`src/rtl/rx_err_pkg.sv`:
```
package rx_err_pkg;
  localparam int unsigned NUM_CAUSES = 6;

  typedef enum logic [2:0] {
    CAUSE_DECODE    = 3'd0,
    CAUSE_EB_OVF    = 3'd1,
    CAUSE_EB_UNF    = 3'd2,
    CAUSE_DISPARITY = 3'd3,
    CAUSE_DESKEW    = 3'd4,
    CAUSE_BAD_SYM   = 3'd5
  } cause_e;

  // Codes with the top bit set are errors; low two bits select the cause.
  function automatic logic [3:0] code_to_cause(input logic [2:0] code);
    logic [3:0] v;
    v = '0;
    if (code[2]) v[code[1:0]] = 1'b1;
    return v;
  endfunction
endpackage

```
`src/rtl/rx_lane_decode.sv`:
```
module rx_lane_decode
  import rx_err_pkg::*;
(
  input  logic [2:0] status_i,
  input  logic       valid_i,
  input  logic       link_l0_i,
  output logic [3:0] coding_o,
  output logic       hit_o
);
  always_comb begin
    coding_o = '0;
    if (valid_i && link_l0_i) coding_o = code_to_cause(status_i);
  end

  assign hit_o = |coding_o;

  always_comb begin
    if (!(valid_i && link_l0_i)) p_gate_r3: assert (coding_o == '0);
    if (valid_i && !status_i[2]) p_benign_r2: assert (coding_o == '0);
  end
endmodule

```
`src/rtl/rx_w1c_reg.sv`:
```
module rx_w1c_reg #(
  parameter int unsigned WIDTH = 6
) (
  input  logic             clk_i,
  input  logic             rst_ni,
  input  logic [WIDTH-1:0] set_i,
  input  logic [WIDTH-1:0] clr_i,
  output logic [WIDTH-1:0] q_o
);
  logic [WIDTH-1:0] q_d;

  for (genvar b = 0; b < WIDTH; b++) begin : g_bit
    assign q_d[b] = set_i[b] | (q_o[b] & ~clr_i[b]);
  end

  always_ff @(posedge clk_i or negedge rst_ni) begin
    if (!rst_ni) q_o <= '0;
    else         q_o <= q_d;
  end

  p_set_wins_r8: assert property (@(posedge clk_i) disable iff (!rst_ni)
    |(set_i & clr_i) |=> ((q_o & $past(set_i & clr_i)) == $past(set_i & clr_i)));
  p_no_spurious_r7: assert property (@(posedge clk_i) disable iff (!rst_ni)
    1'b1 |=> ((q_o & ~$past(q_o) & ~$past(set_i)) == '0));
  p_hold_r7: assert property (@(posedge clk_i) disable iff (!rst_ni)
    1'b1 |=> (($past(q_o) & ~$past(clr_i) & ~q_o) == '0));
endmodule

```
`src/rtl/rx_err_detect.sv`:
```
module rx_err_detect
  import rx_err_pkg::*;
#(
  parameter int unsigned NUM_LANES = 4
) (
  input  logic                   clk_i,
  input  logic                   rst_ni,
  input  logic [3*NUM_LANES-1:0] lane_status_i,
  input  logic [NUM_LANES-1:0]   lane_valid_i,
  input  logic [NUM_LANES-1:0]   bad_sym_i,
  input  logic                   link_l0_i,
  input  logic                   deskew_ovf_i,
  input  logic [NUM_CAUSES-1:0]  cause_clr_i,
  input  logic [NUM_LANES-1:0]   lane_clr_i,
  output logic                   err_pulse_o,
  output logic [NUM_CAUSES-1:0]  cause_o,
  output logic [NUM_LANES-1:0]   lane_mask_o
);
  localparam int unsigned CODE_W = 3;

  logic [3:0]            lane_coding [NUM_LANES];
  logic [NUM_LANES-1:0]  lane_hit;
  logic [3:0]            coding_any;
  logic [NUM_CAUSES-1:0] cause_set;
  logic                  any_event;

  for (genvar l = 0; l < NUM_LANES; l++) begin : g_lane
    rx_lane_decode u_dec (
      .status_i (lane_status_i[CODE_W*l +: CODE_W]),
      .valid_i  (lane_valid_i[l]),
      .link_l0_i(link_l0_i),
      .coding_o (lane_coding[l]),
      .hit_o    (lane_hit[l])
    );
  end

  always_comb begin
    coding_any = '0;
    for (int l = 0; l < NUM_LANES; l++) coding_any |= lane_coding[l];
  end

  always_comb begin
    cause_set = '0;
    cause_set[3:0]           = coding_any;
    cause_set[CAUSE_DESKEW]  = deskew_ovf_i;
    cause_set[CAUSE_BAD_SYM] = |bad_sym_i;
  end

  assign any_event = |cause_set;

  rx_w1c_reg #(.WIDTH(NUM_CAUSES)) u_cause (
    .clk_i (clk_i),
    .rst_ni(rst_ni),
    .set_i (cause_set),
    .clr_i (cause_clr_i),
    .q_o   (cause_o)
  );

  rx_w1c_reg #(.WIDTH(NUM_LANES)) u_lanes (
    .clk_i (clk_i),
    .rst_ni(rst_ni),
    .set_i (lane_hit),
    .clr_i (lane_clr_i),
    .q_o   (lane_mask_o)
  );

  always_ff @(posedge clk_i or negedge rst_ni) begin
    if (!rst_ni) err_pulse_o <= 1'b0;
    else         err_pulse_o <= any_event;
  end

  p_pulse_after_event_r6: assert property (@(posedge clk_i) disable iff (!rst_ni)
    (deskew_ovf_i || (|bad_sym_i)) |=> err_pulse_o);
  p_pulse_quiet_r6: assert property (@(posedge clk_i) disable iff (!rst_ni)
    (cause_set == '0) |=> !err_pulse_o);
  p_lane_implies_cause_r9: assert property (@(posedge clk_i) disable iff (!rst_ni)
    (|lane_hit) |=> (cause_o[3:0] != '0) && (lane_mask_o != '0));
  p_badsym_r5: assert property (@(posedge clk_i) disable iff (!rst_ni)
    (|bad_sym_i) |=> cause_o[CAUSE_BAD_SYM]);
  p_deskew_r4: assert property (@(posedge clk_i) disable iff (!rst_ni)
    deskew_ovf_i |=> cause_o[CAUSE_DESKEW]);
endmodule

```
`config.mk`:
```
export PLATFORM = sky130hd
export DESIGN_NAME = rx_err_detect
export DESIGN_NICKNAME = d
export VERILOG_FILES = /design/src/rtl/rx_err_pkg.sv /design/src/rtl/rx_lane_decode.sv /design/src/rtl/rx_w1c_reg.sv /design/src/rtl/rx_err_detect.sv
export SDC_FILE = /design/constraint.sdc
export NUM_CORES = 1
export LEC_CHECK = 0
export BUFFER_PORTS_ARGS = -buffer_cell sky130_fd_sc_hd__buf_4
export CAP_MARGIN = 30
export CORE_MARGIN = 1
export CORE_UTILIZATION = 36
export CTS_CLUSTER_SIZE = 10
export DETAILED_ROUTE_END_ITERATION = 10
export PLACE_DENSITY_LB_ADDON = 0.25
export SLEW_MARGIN = 0
export SYNTH_ARGS = -nofsm -noshare
export SYNTH_HDL_FRONTEND = slang
export SYNTH_SLANG_ARGS = --single-unit
```
`constraint.sdc`:
```
create_clock -name clk_i -period 1.5 [get_ports clk_i]
set_clock_uncertainty 0.15 [all_clocks]
set_input_delay 0.15 -clock clk_i [delete_from_list [all_inputs] [get_ports clk_i]]
set_output_delay 0.15 -clock clk_i [all_outputs]
set_load 0.02 [all_outputs]
```
==> results of run 1 <==
[flip-flops by register name, summed over array words and instances (netlist names)]
| name | cells |
|---|---|
| u_cause.q_o | 6 |
| u_lanes.q_o | 4 |
| err_pulse_o | 1 |
[critical path, delay by kind of cell]
| family | cells | cell delay [ps] |
|---|---|---|
| AOI/OAI and AO/OA | 1 | 120 |
| buffers and inverters | 3 | 1230 |
[final timing paths]
| path | start | cells past startpoint | to |
|---|---|---|---|
| worst min register to register | u_cause.q_o[4] | 1 | u_cause.q_o[4] |
| max in group asynchronous | rst_ni | 2 | u_lanes.q_o[0] |
| min in group asynchronous | rst_ni | 2 | u_cause.q_o[5] |
| worst max register to register | u_cause.q_o[5] | 3 | u_cause.q_o[5] |
| worst min-delay path | cause_clr_i[4] | 3 | u_cause.q_o[4] |
| worst max-delay path | cause_clr_i[5] | 4 | u_cause.q_o[5] |
[stage by stage]
step / hold WS, ps / utilization / instance area (um2) / power (mW)
after floorplan: -295.6 / - / 583.1 / 0.4110
after global placement: -158.8 / 0.6171 / 929.6 / 0.5338
after detailed placement: -157.2 / 0.6171 / 929.6 / 0.5412
after CTS: 12.84 / 0.7085 / 1067 / 0.7661
after global routing: 26.10 / 0.7085 / 1067 / 0.7986
final: 18.62 / 0.7085 / 1067 / 0.7597
[final cells by class]
type / instances / area (um2)
repair buffers: 56 / 447.9
well taps: 16 / 20.02
clock inverters: 1 / 5.005
flip-flops and latches: 11 / 275.3
fillers: 118 / 439.2
inverters: 14 / 52.55
multi-input cells: 37 / 244.0
clock buffers: 3 / 22.52
[power groups by stage]
stage	clock [mW]	sequential, mW	combinational (mW)
2_1_floorplan	0	0.366	0.0454
3_3_place_gp	0	0.336	0.198
3_5_place_dp	0	0.337	0.204
4_1_cts	0.208	0.331	0.226
5_1_grt	0.224	0.333	0.241
6_report	0.201	0.332	0.227
[cell usage in the layout, fill, tap and decap left out, drive strengths merged, types with 2 or more instances in the layout]
master,instances
inv,14
o21ai,8
dfrtp,11
dlygate4sd3,11
nor4,2
nor3,5
nor2,3
o32ai,3
nand4,4
buf,45
nand3,4
o22ai,2
clkbuf,3
[cells by family (layout without fill, tap and decap cells)]
kind of cell,after synthesis,count (layout)
buffers and inverters,15,74
AOI/OAI and AO/OA,15,15
DFF,11,11
and+or+nand+nor,22,22
[routing by layer]
metal / GRT usage / part of all wire / up-vias
met2: 0.3969 / 0.51 / 36
met5: 0 / 0 / -
met1: 0.2418 / 0.39 / 328
met3: 0.02586 / 0.067 / 8
met4: 0.08125 / 0.029 / 0
li1: - / - / 342
[timing repair]
| item | 4_1_cts | 5_1_grt |
|---|---|---|
| hold buffers | 11 | 0 |
| endpoints found under the hold margin | 20 | 0 |
| setup endpoints to repair | 0 | 0 |
==> flow_metrics.env, run 1 <==
export IMPL_num_io_pins=45
export IMPL_pwr_share_seq=0.437
export IMPL_htreeDepth=1
export IMPL_synth_ff_type="dfrtp_1"
export IMPL_timing_final_crit_share=0.9597
export IMPL_start_util=0.3870
export IMPL_switching_share=0.2862
export IMPL_ys_ff_latch=11
export IMPL_crit_required_ps=1560
export IMPL_postRouteAntennaNets=0
export IMPL_syn_area_per_cell_um2=9.255
export IMPL_cts_tree="done"
export IMPL_hold_violations=0
export IMPL_critical_path_class="input pin to flip-flop"
export IMPL_drc=0
export IMPL_dp_hpwl_mm=1.399
export IMPL_comb_power_share=0.299
export IMPL_vias=714
export IMPL_yosys_area_top_type_share=0.4721
export IMPL_fin_crit_ps=1440
export IMPL_clock_sinks=11
export IMPL_yosysUniqueCellTypes=20
export IMPL_syn_inst=63
export IMPL_post_place_ws_ps=95.49
export IMPL_grt_max_degree=12
export IMPL_synth_edff_count=0
export IMPL_path_cells="dlygate4sd3_1 -> buf_4 -> o21ai_0 -> dlygate4sd3_1"
export IMPL_max_stage_delay_ps=560
export IMPL_peakVddDrop_v=0.0004413
export IMPL_cp_max_fo=1
export IMPL_num_rows=14
export IMPL_cts_resized=0
export IMPL_diodes=0
export IMPL_rsz0062_at_grt="false"
export IMPL_intPower_uw=542.3
export IMPL_dieArea_mm2=0.001785
export IMPL_synth_common_cells="inv_1 (14), dfrtp_1 (11), nor3_1 (5), o21ai_0 (5), nand4_1 (4)"
export IMPL_worst_setup_path_end_kind="flip-flop"
export IMPL_cts_buffers=3
export IMPL_slew_headroom=0.7770
export IMPL_synth_most_common_cell="inv_1"
export IMPL_clock_power_share=0.264
export IMPL_dp_cells=123
export IMPL_setup_violations=0
export IMPL_grt_pass1_vias=729
export IMPL_drv_slew=0
export IMPL_status="complete, no violations"
export IMPL_cp_slowest_cell="dlygate4sd3_1"
export IMPL_dieWidth_um=42.25
export IMPL_final_cells=138
export IMPL_setup_tns_ps=0
export IMPL_layout_nets=157
export IMPL_fin_ws_ps=60.48
export IMPL_muxShareOfSynthArea=0
export IMPL_clock_latency_ps=270
export IMPL_netlist_area_um2=583.1
export IMPL_synth_compound_area_frac=0.1738
export IMPL_yosys_warnings=0
export IMPL_firstDrtPassIters=4
export IMPL_drt_iter0_drc=28
export IMPL_wirelength_mm=1.866
export IMPL_yosysSeqAreaShare=0.4721
export IMPL_maxCapViolCount=0
export IMPL_syn2layout_area_growth_pct=83.05
export IMPL_track_usage=0.2124
export IMPL_cp_start_kind="input pin"
export IMPL_yosysTopAreaCell="dfrtp_1"
export IMPL_synthAdderAreaFrac=0
export IMPL_wl_per_cell_um=13.52
export IMPL_gr_total_overflow=0
export IMPL_cts_root_buf="clkbuf_4"
export IMPL_die_h_um=42.25
export IMPL_yosys_area_share_simple=0.2446
export IMPL_netSwitchingPower_uw=217.4
export IMPL_coreArea_mm2=0.001506
export IMPL_clkTransAtPathRegs_ps=80
export IMPL_cts_buffer_depth=2
export IMPL_arrival_ps=1500
export IMPL_fmaxAchievable_mhz=694.7
export IMPL_port_buffers=44
export IMPL_crit_top_cell="dlygate4sd3_1"
export IMPL_post_cts_buffers=0
export IMPL_p_leak_nw=0.5402
export IMPL_power_per_cell_area_mw_per_mm2=711.8
export IMPL_synth_top_family_by_area="simple AND/OR/NAND/NOR gates"
export IMPL_drive_gt1_frac=0.4262
export IMPL_r2r_setup_slack_ps=170
export IMPL_grt_pass1_wl_mm=2.911
export IMPL_gp_congestion=0.7792
export IMPL_antenna_found_initial=0
export IMPL_synthArstFlopShare=1.000
export IMPL_syn_nets=97
export IMPL_tightest_slew_ps=331.5
export IMPL_synth_area_leaders="dfrtp_1 (47%), inv_1 (9.0%), nand4_1 (4.3%)"
export IMPL_synth_xor_area_share=0
export IMPL_hold_class="input pin to flip-flop"
export IMPL_vias_per_cell=5.174
No activity file was read; power rests on OpenSTA's default activity.
==> run 2, diff against run 1 <==
BUFFER_PORTS_ARGS = -buffer_cell sky130_fd_sc_hd__buf_2   (was -buffer_cell sky130_fd_sc_hd__buf_4)
GPL_ROUTABILITY_DRIVEN = 0   (was unset)
==> run 2 against run 1 <==
Via count down 5.6%. Critical path depth unchanged. Count of clock-buffer cells in the layout up 1. Critical path type unchanged. Global-route usage down 2.5 points. Non-clock buffer count down 1. Sequential power about the same. The flow now finishes with violations (hold timing).
==> flow_metrics.env, run 2 (synthesis gave the netlist of run 1 again) <==
export IMPL_gr_total_overflow=0
export IMPL_fmaxAchievable_mhz=693.5
export IMPL_grt_pass1_vias=587
export IMPL_clkTransAtPathRegs_ps=70
export IMPL_diodes=0
export IMPL_wirelength_mm=1.562
export IMPL_crit_required_ps=1560
export IMPL_largest_reg_flops=6
export IMPL_timing_final_crit_share=0.9613
export IMPL_drive_gt1_frac=0.4215
export IMPL_num_io_pins=45
export IMPL_dp_hpwl_mm=1.162
export IMPL_rsz0062_at_grt="false"
export IMPL_dieArea_mm2=0.001785
export IMPL_die_h_um=42.25
export IMPL_vias=674
export IMPL_firstDrtPassIters=4
export IMPL_layout_nets=156
export IMPL_drv_slew=0
export IMPL_status="finished, violations left"
export IMPL_fin_crit_ps=1442
export IMPL_dp_cells=122
export IMPL_final_cell_mix="buf_2 (44), inv_1 (14), dfrtp_1 (11), dlygate4sd3_1 (11)"
export IMPL_setup_tns_ps=0
export IMPL_power_per_cell_area_mw_per_mm2=753.9
export IMPL_worst_setup_path_end_kind="flip-flop"
export IMPL_syn2layout_area_growth_pct=63.73
export IMPL_htreeDepth=1
export IMPL_cts_buffers=3
export IMPL_cts_root_buf="clkbuf_4"
export IMPL_slew_headroom=0.7906
export IMPL_cts_tree="done"
export IMPL_arrival_ps=1500
export IMPL_drt_iter0_drc=10
export IMPL_grt_max_degree=12
export IMPL_setup_violations=0
export IMPL_hold_class="input pin to flip-flop"
export IMPL_vias_per_cell=4.920
export IMPL_start_util=0.3870
export IMPL_track_usage=0.1871
export IMPL_clock_latency_ps=270
export IMPL_maxCapViolCount=0
export IMPL_dieWidth_um=42.25
export IMPL_p_leak_nw=0.4977
export IMPL_port_buffers=44
export IMPL_wl_per_cell_um=11.40
export IMPL_reg_top3="u_cause.q_o (6), u_lanes.q_o (4), err_pulse_o (1)"
export IMPL_clock_sinks=11
export IMPL_top_register="u_cause.q_o"
export IMPL_tightest_slew_ps=311.3
export IMPL_grt_pass1_wl_mm=2.456
export IMPL_fin_hold_ws_ps=-3.803
export IMPL_num_rows=14
export IMPL_violations="hold timing"
export IMPL_final_cells=137
export IMPL_antenna_found_initial=0
export IMPL_cp_start_kind="input pin"
export IMPL_hold_violations=1
export IMPL_peakVddDrop_v=0.0005840
export IMPL_drc=0
export IMPL_critical_path_class="input pin to flip-flop"
export IMPL_cp_max_fo=1
export IMPL_final_common_cell="buf_2"
export IMPL_coreArea_mm2=0.001506
export IMPL_postRouteAntennaNets=0
export IMPL_cts_buffer_depth=2
==> run 2: stage by stage <==
stage	util	hold WS, ps	worst slack, ps	power (mW)	area [um2]
3_5_place_dp	0.5390	-117.6	35.32	0.4963	812.0
3_3_place_gp	0.5390	-119.1	154.9	0.4945	812.0
6_report	0.6337	-3.803	58.07	0.7197	954.7
5_1_grt	0.6337	36.46	15.61	0.7639	954.7
2_1_floorplan	-	-295.6	261.2	0.4110	583.1
4_1_cts	0.6362	26.79	15.52	0.7262	958.4
==> run 2: layout make-up <==
| class | count | area (um2) |
|---|---|---|
| Fill cell | 131 | 551.8 |
| Timing Repair Buffer | 55 | 330.3 |
| Sequential cell | 11 | 275.3 |
| Multi-Input combinational cell | 37 | 250.2 |
| Inverter | 14 | 52.55 |
| Clock buffer | 4 | 26.28 |
| Tap cell | 16 | 20.02 |
==> run 2: critical path, cell delays in order <==
cell	delay [ps]
dlygate4sd3_1	530
buf_2	120
o21ai_0	120
dlygate4sd3_1	580
==> run 2: final timing paths <==
path                                start             end  slack, ps  depth (start not counted)
max in group asynchronous          rst_ni  u_cause.q_o[4]        880                          2
setup reg to reg           u_cause.q_o[5]  u_cause.q_o[5]        150                          3
hold reg to reg            u_cause.q_o[4]  u_cause.q_o[4]        320                          1
min in group asynchronous          rst_ni  u_cause.q_o[2]        120                          2
hold / removal             cause_clr_i[4]  u_cause.q_o[4]         -4                          3
setup / recovery           cause_clr_i[5]  u_cause.q_o[5]         60                          4
==> run 2: what timing repair did <==
item | in CTS | in global routing
gates resized for setup | 0 | 1
hold endpoints to repair | 20 | 0
endpoints found under the setup margin | 0 | 2
hold buffers | 12 | 0
buffers inserted | 0 | 0
==> run 2: where the power goes <==
part	switching, mW	total (mW)	internal, mW	leakage (nW)
Sequential	0.0104	0.330	0.319	0.133
Combinational	0.0961	0.182	0.0862	0.350
Clock	0.105	0.208	0.103	0.0150
Total	0.211	0.720	0.508	0.498
==> run 2: routing by layer <==
layer | vias up | wire length, um | track usage
met3 | 4 | 86 | 0.04310
met1 | 301 | 731 | 0.2356
met4 | 0 | 31 | 0.09375
met5 | - | 0 | 0
li1 | 343 | - | -
met2 | 26 | 712 | 0.2985
==> run 3, diff against run 2 <==
SETUP_SLACK_MARGIN = 0.5   (was unset)
==> run 3 against run 2 <==
The run still ends with hold timing left. Setup slack gained 270 ps. Flip-flop and latch count is the same. Worst hold slack lost 25 ps.
==> flow_metrics.env, run 3 (synthesis gave the netlist of run 1 again) <==
export IMPL_drc=0
export IMPL_fin_crit_ps=1174
export IMPL_path_cells="nor2b_1 -> or4_1"
export IMPL_cp_num_cells=2
export IMPL_postPlaceCellArea_um2=823.3
export IMPL_setup_tns_ps=0
export IMPL_gr_total_overflow=0
export IMPL_timing_final_crit_share=0.7825
export IMPL_dp_hpwl_mm=1.222
export IMPL_crit_required_ps=1500
export IMPL_drt_iter0_drc=9
export IMPL_vias=725
export IMPL_cts_buffers=3
export IMPL_coreArea_mm2=0.001506
export IMPL_arrival_ps=1180
export IMPL_min_path_cells=3
export IMPL_grt_use_met1=0.2287
export IMPL_dieArea_mm2=0.001785
export IMPL_clkTransAtPathRegs_ps=70
export IMPL_maxCapViolCount=0
export IMPL_hold_violations=1
export IMPL_syn2layout_area_growth_pct=83.91
export IMPL_tightest_slew_ps=361.6
export IMPL_wl_per_cell_um=12.21
export IMPL_num_io_pins=45
export IMPL_track_usage=0.2117
export IMPL_firstDrtPassIters=4
export IMPL_reg_top3="u_cause.q_o (6), u_lanes.q_o (4), err_pulse_o (1)"
export IMPL_fin_hold_ws_ps=-29.00
export IMPL_num_rows=14
export IMPL_clock_latency_ps=280
export IMPL_critical_path_class="flip-flop to flip-flop"
export IMPL_final_cell_mix="buf_2 (34), inv_1 (14), dfrtp_1 (11), dlygate4sd3_1 (11), buf_6 (10)"
export IMPL_cp_slowest_cell="or4_1"
export IMPL_fmaxAchievable_mhz=851.9
export IMPL_holdBufCountCts=11
export IMPL_violations="hold timing"
export IMPL_slew_headroom=0.7571
export IMPL_dieWidth_um=42.25
export IMPL_die_h_um=42.25
export IMPL_cp_max_fo=2
export IMPL_cp_start_kind="flip-flop"
export IMPL_grt_pass1_wl_mm=2.787
export IMPL_drv_slew=0
export IMPL_critical_path_top_delay_family="simple AND/OR/NAND/NOR gates"
export IMPL_port_buffers=44
export IMPL_postRouteAntennaNets=0
export IMPL_grt_pass1_vias=675
export IMPL_final_area_mm2=0.001072
export IMPL_antenna_found_initial=0
export IMPL_wirelength_mm=1.722
export IMPL_power_per_cell_area_mw_per_mm2=714.5
export IMPL_hold_class="input pin to flip-flop"
export IMPL_max_stage_delay_ps=390
export IMPL_peakVddDrop_v=0.0005127
export IMPL_htreeDepth=1
export IMPL_rsz0062_at_grt="true"
export IMPL_cts_buffer_depth=2
export IMPL_final_common_cell="buf_2"
export IMPL_cts_root_buf="clkbuf_4"
export IMPL_grt_max_degree=12
export IMPL_worst_setup_path_end_kind="flip-flop"
export IMPL_drive_gt1_frac=0.4640
export IMPL_met3_usage=0.06897
export IMPL_setup_violations=0
export IMPL_top_register="u_cause.q_o"
export IMPL_diodes=0
export IMPL_clock_sinks=11
export IMPL_use_met2=0.3631
export IMPL_num_fill_cells=113
export IMPL_vias_per_cell=5.142
export IMPL_largest_reg_flops=6
export IMPL_cp_buffers_inverters=0
export IMPL_p_leak_nw=0.5446
export IMPL_r2r_cells=2
export IMPL_cts_tree="done"
export IMPL_layout_nets=160
export IMPL_grt_most_used_layer="met2"
export IMPL_start_util=0.3870
export IMPL_status="finished, violations left"
==> run 3: per-stage QoR <==
step                      std cells    util  setup WS, ps  hold slack [ps]  total power [mW]
after global placement          122  0.5465         213.3           -115.7            0.4980
after floorplan                  63       -         261.2           -295.6            0.4126
final                           141  0.7118         326.2           -29.00            0.7661
after CTS                       139  0.6885         332.8           -54.58            0.7671
after global routing            141  0.7118         313.1           -2.315            0.8098
after detailed placement        122  0.5465         187.8           -114.5            0.5002
==> run 3: report_power, final <==
group / internal, mW / switching, mW
Clock: 0.103 / 0.102
Sequential: 0.320 / 0.0152
Combinational: 0.121 / 0.105
==> run 3: path summary, 6_finish.rpt <==
kind	start	endpoint	slack, ps
setup / recovery	u_cause.q_o[0]	u_cause.q_o[0]	330
hold / removal	bad_sym_i[0]	u_cause.q_o[5]	-30
setup reg to reg	u_cause.q_o[0]	u_cause.q_o[0]	330
hold reg to reg	u_cause.q_o[4]	u_cause.q_o[4]	350
max in group asynchronous	rst_ni	u_lanes.q_o[2]	880
min in group asynchronous	rst_ni	u_cause.q_o[1]	110
==> run 3: timing repair <==
action,4_1_cts,5_1_grt
setup endpoints to repair,12,13
resized for setup,20,3
pin swaps,0,0
setup buffers,2,2
hold endpoints to repair,20,1
==> run 3: cell type report <==
cell class,count,area (um2),area share
multi-input combinational,37,275.3,0.2567
timing repair buffer,59,422.9,0.3944
inverter,14,52.55,0.04901
clock buffer,4,26.28,0.02450
tap,16,20.02,0.01867
sequential,11,275.3,0.2567
==> run 3: per-layer routing <==
| layer | share of wire | up-vias |
|---|---|---|
| li1 | - | 350 |
| met1 | 0.36 | 346 |
| met2 | 0.55 | 23 |
| met3 | 0.059 | 6 |
| met4 | 0.028 | 0 |
| met5 | 0 | - |
==> run 3: worst register-to-register path, cell delays in order, from the launching register on <==
cell     delay [ps]
dfrtp_1         370
nor2b_1         130
or4_1           390
